==> src/rtl/dbell_pkg.sv <==
package dbell_pkg;
    localparam int unsigned BUS_W      = 32;
    localparam int unsigned ADDR_W     = 12;
    localparam int unsigned WORD_W     = 4;
    localparam int unsigned NUM_CPU    = 2;
    localparam int unsigned ID_COUNT   = 12;
    localparam int unsigned ID_W       = 8;
    localparam int unsigned WADDR_W    = ADDR_W - 2;
    localparam int unsigned ID_IDX_W   = $clog2(ID_COUNT);
    localparam logic [WADDR_W-1:0] ID_FIRST_WORD = WADDR_W'(10'h3F4);
    // word offsets inside one CPU's 16-byte slot
    localparam int unsigned SLOT_STATUS = 0;
    localparam int unsigned SLOT_SET    = 1;
    localparam int unsigned SLOT_CLEAR  = 2;
    localparam int unsigned SLOT_WORDS  = 4;

    typedef enum logic [1:0] {
        OP_HOLD  = 2'd0,
        OP_SET   = 2'd1,
        OP_CLEAR = 2'd2
    } word_op_e;
endpackage

==> src/rtl/dbell_decode.sv <==
module dbell_decode
    import dbell_pkg::*;
#(
    parameter int unsigned N_CPU = NUM_CPU
) (
    input  logic [ADDR_W-1:0]   addr_i,
    output logic [N_CPU-1:0]    stat_hit_o,
    output logic [N_CPU-1:0]    set_hit_o,
    output logic [N_CPU-1:0]    clr_hit_o,
    output logic                id_hit_o,
    output logic [ID_IDX_W-1:0] id_idx_o
);
    logic [WADDR_W-1:0] waddr;
    assign waddr = addr_i[ADDR_W-1:2];

    for (genvar c = 0; c < N_CPU; c++) begin : g_slot
        localparam logic [WADDR_W-1:0] BASE = WADDR_W'(c * SLOT_WORDS);
        assign stat_hit_o[c] = (waddr == BASE + WADDR_W'(SLOT_STATUS));
        assign set_hit_o[c]  = (waddr == BASE + WADDR_W'(SLOT_SET));
        assign clr_hit_o[c]  = (waddr == BASE + WADDR_W'(SLOT_CLEAR));
    end

    logic [WADDR_W-1:0] id_off;
    assign id_off   = waddr - ID_FIRST_WORD;
    assign id_hit_o = (waddr >= ID_FIRST_WORD) &&
                      (id_off < WADDR_W'(ID_COUNT));
    assign id_idx_o = id_off[ID_IDX_W-1:0];
endmodule

==> src/rtl/dbell_id_rom.sv <==
module dbell_id_rom
    import dbell_pkg::*;
(
    input  logic [ID_IDX_W-1:0] idx_i,
    output logic [ID_W-1:0]     value_o
);
    always_comb begin
        unique case (idx_i)
            4'd0:    value_o = 8'h04;
            4'd1:    value_o = 8'h00;
            4'd2:    value_o = 8'h00;
            4'd3:    value_o = 8'h00;
            4'd4:    value_o = 8'h56;
            4'd5:    value_o = 8'hB8;
            4'd6:    value_o = 8'h0B;
            4'd7:    value_o = 8'h00;
            4'd8:    value_o = 8'h0D;
            4'd9:    value_o = 8'hF0;
            4'd10:   value_o = 8'h05;
            4'd11:   value_o = 8'hB1;
            default: value_o = 8'h00;
        endcase
    end
endmodule

==> src/rtl/dbell_word_bank.sv <==
module dbell_word_bank
    import dbell_pkg::*;
#(
    parameter int unsigned W = WORD_W
) (
    input  logic         clk,
    input  logic         rst_n,
    input  word_op_e     op_i,
    input  logic [W-1:0] bits_i,
    output logic [W-1:0] word_o,
    output logic         irq_o
);
    typedef struct packed {
        logic [W-1:0] word;
        logic         irq;
    } bank_state_t;

    bank_state_t state_d, state_q;

    always_comb begin
        state_d     = state_q;
        state_d.irq = |state_q.word;
        unique case (op_i)
            OP_SET:   state_d.word = state_q.word | bits_i;
            OP_CLEAR: state_d.word = state_q.word & ~bits_i;
            default:  state_d.word = state_q.word;
        endcase
    end

    always_ff @(posedge clk or negedge rst_n) begin
        if (!rst_n) begin
            state_q <= '0;
        end else begin
            state_q <= state_d;
        end
    end

    assign word_o = state_q.word;
    assign irq_o  = state_q.irq;

    AST_SET_BITS_LAND: assert property (@(posedge clk) disable iff (!rst_n)
        (op_i == OP_SET) |=> ((word_o & $past(bits_i)) == $past(bits_i)));
    AST_CLEAR_BITS_DROP: assert property (@(posedge clk) disable iff (!rst_n)
        (op_i == OP_CLEAR) |=> ((word_o & $past(bits_i)) == '0));
    AST_CLEAR_KEEPS_OTHERS: assert property (@(posedge clk) disable iff (!rst_n)
        (op_i == OP_CLEAR) |=> ((word_o & ~$past(bits_i)) == ($past(word_o) & ~$past(bits_i))));
    AST_HOLD_STABLE: assert property (@(posedge clk) disable iff (!rst_n)
        (op_i == OP_HOLD) |=> $stable(word_o));
endmodule

==> src/rtl/dbell_unit.sv <==
module dbell_unit
    import dbell_pkg::*;
(
    input  logic              clk,
    input  logic              rst_n,
    input  logic              psel_i,
    input  logic              penable_i,
    input  logic              pwrite_i,
    input  logic [ADDR_W-1:0] paddr_i,
    input  logic [BUS_W-1:0]  pwdata_i,
    output logic [BUS_W-1:0]  prdata_o,
    output logic              pready_o,
    output logic              pslverr_o,
    output logic [NUM_CPU-1:0] irq_o
);
    logic [NUM_CPU-1:0]  stat_hit, set_hit, clr_hit;
    logic                id_hit;
    logic [ID_IDX_W-1:0] id_idx;
    logic [ID_W-1:0]     id_value;
    logic                wr_access;
    logic                rd_select;
    logic [WORD_W-1:0]   word [NUM_CPU];

    assign wr_access = psel_i & penable_i & pwrite_i;
    assign rd_select = psel_i & ~pwrite_i;

    dbell_decode #(.N_CPU(NUM_CPU)) u_decode (
        .addr_i     (paddr_i),
        .stat_hit_o (stat_hit),
        .set_hit_o  (set_hit),
        .clr_hit_o  (clr_hit),
        .id_hit_o   (id_hit),
        .id_idx_o   (id_idx)
    );

    dbell_id_rom u_id_rom (
        .idx_i   (id_idx),
        .value_o (id_value)
    );

    for (genvar c = 0; c < NUM_CPU; c++) begin : g_cpu
        word_op_e op;
        always_comb begin
            op = OP_HOLD;
            if (wr_access && set_hit[c]) begin
                op = OP_SET;
            end else if (wr_access && clr_hit[c]) begin
                op = OP_CLEAR;
            end
        end

        dbell_word_bank #(.W(WORD_W)) u_bank (
            .clk    (clk),
            .rst_n  (rst_n),
            .op_i   (op),
            .bits_i (pwdata_i[WORD_W-1:0]),
            .word_o (word[c]),
            .irq_o  (irq_o[c])
        );

        AST_IRQ_FOLLOWS_WORD: assert property (@(posedge clk) disable iff (!rst_n)
            1'b1 |=> (irq_o[c] == ($past(word[c]) != '0)));
        AST_OTHER_CPU_UNTOUCHED: assert property (@(posedge clk) disable iff (!rst_n)
            (wr_access && !set_hit[c] && !clr_hit[c]) |=> $stable(word[c]));
    end

    always_comb begin
        prdata_o = '0;
        if (rd_select) begin
            for (int c = 0; c < NUM_CPU; c++) begin
                if (stat_hit[c]) begin
                    prdata_o = BUS_W'(word[c]);
                end
            end
            if (id_hit) begin
                prdata_o = BUS_W'(id_value);
            end
        end
    end

    assign pready_o  = 1'b1;
    assign pslverr_o = 1'b0;

    AST_STATUS_UPPER_ZERO: assert property (@(posedge clk) disable iff (!rst_n)
        (rd_select && (stat_hit != '0)) |-> (prdata_o[BUS_W-1:WORD_W] == '0));
    AST_WO_READ_ZERO: assert property (@(posedge clk) disable iff (!rst_n)
        (rd_select && ((set_hit | clr_hit) != '0)) |-> (prdata_o == '0));
    AST_SETUP_NO_CHANGE: assert property (@(posedge clk) disable iff (!rst_n)
        (psel_i && !penable_i) |=> ($stable(word[0]) && $stable(word[1])));
    AST_HITS_EXCLUSIVE: assert property (@(posedge clk) disable iff (!rst_n)
        $onehot0({stat_hit, set_hit, clr_hit, id_hit}));
endmodule

==> config.mk <==
export PLATFORM = sky130hd
export DESIGN_NAME = dbell_unit
export DESIGN_NICKNAME = d
export VERILOG_FILES = /design/src/rtl/dbell_pkg.sv /design/src/rtl/dbell_decode.sv /design/src/rtl/dbell_id_rom.sv /design/src/rtl/dbell_word_bank.sv /design/src/rtl/dbell_unit.sv
export SDC_FILE = /design/constraint.sdc
export NUM_CORES = 1
export LEC_CHECK = 0
export BUFFER_PORTS_ARGS = -buffer_cell sky130_fd_sc_hd__buf_2
export CORE_ASPECT_RATIO = 0.6
export CORE_UTILIZATION = 38
export DETAILED_ROUTE_END_ITERATION = 8
export GPL_TIMING_DRIVEN = 0
export PLACE_DENSITY = 0.89
export SLEW_MARGIN = 30
export SYNTH_ARGS = -nofsm -noshare
export SYNTH_HDL_FRONTEND = slang
export SYNTH_SLANG_ARGS = --single-unit
export TNS_END_PERCENT = 5
==> constraint.sdc <==
create_clock -name clk -period 2.6 [get_ports clk]
set_clock_uncertainty 0.2 [all_clocks]
set_input_delay 0.52 -clock clk [delete_from_list [all_inputs] [get_ports clk]]
set_output_delay 0.52 -clock clk [all_outputs]
set_load 0.01 [all_outputs]
==> metrics.yaml <==
clk-insertion-delay-late_ns: 0.23
power.leakage_nw: 0.727
hold_viol: 0
outcome: "completed"
die-area_um2: 2870
yosys_warnings: 0
gp_congestion: 0.887
crit_chain: "buf_6 -> inv_2 -> ha_2 -> nor4bb_4 -> o2111ai_4 -> o22ai_2 -> buf_2"
place_ws_ns: -0.239
initial_core_util: 0.403
power_uw: 441
crit_family: "compound AO/OA/AOI/OAI gates"
io_pins: 85
diodes: 0
drv_cap: 0
wl_met3_um: 237
fin_ws_ns: 0.0261
synth.distinct_cells: 28
cts_tree: "done"
vdd_drop_max_v: 0.000327
path_max_fanout: 7
crit_buf_inv: 3
drt_iter0_markers: 51
seq_area_frac_synth: 0.248
viasPerCell: 4.90
placed_cell_area_um2: 1280
slowest_delay_ns: 0.33
wl_per_cell_um: 12.5
hold_ws_ns: 0.330
fmax_mhz: 389
drive_above_1_share: 0.422
vias: 1004
cts_root_buffer: "clkbuf_8"
setup-violations-final: 0
dp_hpwl_mm: 1.89
multi_input_area_um2: 654
portBuffers: 28
synthToLayoutAreaGrowth_pct: 39.2
routedLengthMet1_mm: 1.19
grt_antenna_before_repair: 0
grt_usage: 0.176
core_area_um2: 2500
layout.nets: 231
post-route-period-util: 0.990
fillCellCount: 227
grt_pass1_wl_mm: 3.68
syn-cell-area_um2: 1010
finalSetupTns_ns: 0
synth_edf_count: 0
drc: 0
overflow: 0
synthCells: 116
seq_area_um2: 250
power_density_nw_per_um2: 314
layout_common_cells: "31 x buf_4, 26 x conb_1, 26 x buf_2"
cts_buffers: 3
die_y_um: 41.9
clkTransAtPathRegs_ns: 0.04
critical-path-slowest-cell: "nor4bb_4"
crit_path_start_kind: "primary input"
top_layer_used: "met4"
required_ns: 1.88
wirelength_mm: 2.57
cts_max_level: 1
clock_sink_count: 10
period_needed_ns: 2.57
die_x_um: 68.5
drv_slew: 0
synth_flop_cell: "dfrtp_1"
grt_pass1_vias: 763
cp.arrival_ns: 1.85
firstDrtPassIters: 4
wl_met2_mm: 1.13
syn_avg_cell_area_um2: 8.69
final_common_cell: "buf_4"
rows: 14
cp-end-kind: "output pin"
ys_ff_latch: 10
holdCritPathClass: "reg -> reg"
drtAntennaViolNets: 0
stdcell_area_um2: 1400
async_flop_share: 1.00
clock_path_buffers: 2
critPathLaunch: "paddr_i[4]"
grt_max_degree: 11
criticalPathCategory: "in -> out"
[final timing paths]
kind                            depth (start not counted)  slack, ns                     to
worst max-delay path                                    7       0.03            prdata_o[3]
worst min-delay path                                    1       0.33               register
worst max register to register                          1       1.33  g_cpu[0].u_bank.irq_o
worst min register to register                          1       0.33               register
max in group asynchronous                               2       1.53              async pin
min in group asynchronous                               2       0.47              async pin
[layout make-up]
cell class | instances | share of cell area
Clock buffer | 3 | 0.0294
Tap cell | 32 | 0.0285
Multi-Input combinational cell | 92 | 0.466
Inverter | 9 | 0.0241
Sequential cell | 10 | 0.178
Timing Repair Buffer | 31 | 0.124
Buffer | 28 | 0.150
[metal layers]
layer	vias up	GRT usage
met2	50	0.229
met5	-	0
met3	2	0.0495
li1	496	-
met4	0	0.0417
met1	456	0.278
[kinds of logic (layout without fill, tap and decap cells)]
kind of cell,after synthesis,in the layout,synth area share
other,2,26,0.00745
buffers and inverters,38,71,0.249
and+or+nand+nor,31,31,0.212
AOI/OAI and AO/OA,28,28,0.196
DFF,10,10,0.248
adders and majority gates,7,7,0.0868
[synthesized netlist by cell type (4+ instances only)]
cell type  count  area [um^2]
o41ai_1        4         35.0
buf_4         29          218
nor2b_1        4         25.0
dfrtp_1       10          250
nand4_1        7         43.8
a22oi_1        7         52.6
o2bb2ai_1      4         35.0
inv_1          9         33.8
o21ai_1        4         20.0
o22ai_1        4         25.0
nand2_1        7         26.3
ha_1           7         87.6
[through the flow]
stage / utilization / cells
global placement: 0.510 / 200
floorplan: - / 140
global route: 0.560 / 205
CTS: 0.538 / 203
finish: 0.560 / 205
detailed placement: 0.510 / 200
[report_power, final]
| part | internal (mW) | total [mW] | switching (mW) |
|---|---|---|---|
| clock | 0.101 | 0.154 | 0.0534 |
| sequential | 0.157 | 0.158 | 0.000666 |
| combinational | 0.0606 | 0.129 | 0.0679 |
[timing repair]
action | in CTS | in global routing
endpoints found under the setup margin | 8 | 8
gates resized for setup | 7 | 7
pin swaps | 3 | 4
buffers inserted | 0 | 2
hold endpoints to repair | 10 | 0
hold buffers | 1 | 0
gates cloned | 0 | 0
Power figures use the tool's default switching activity.
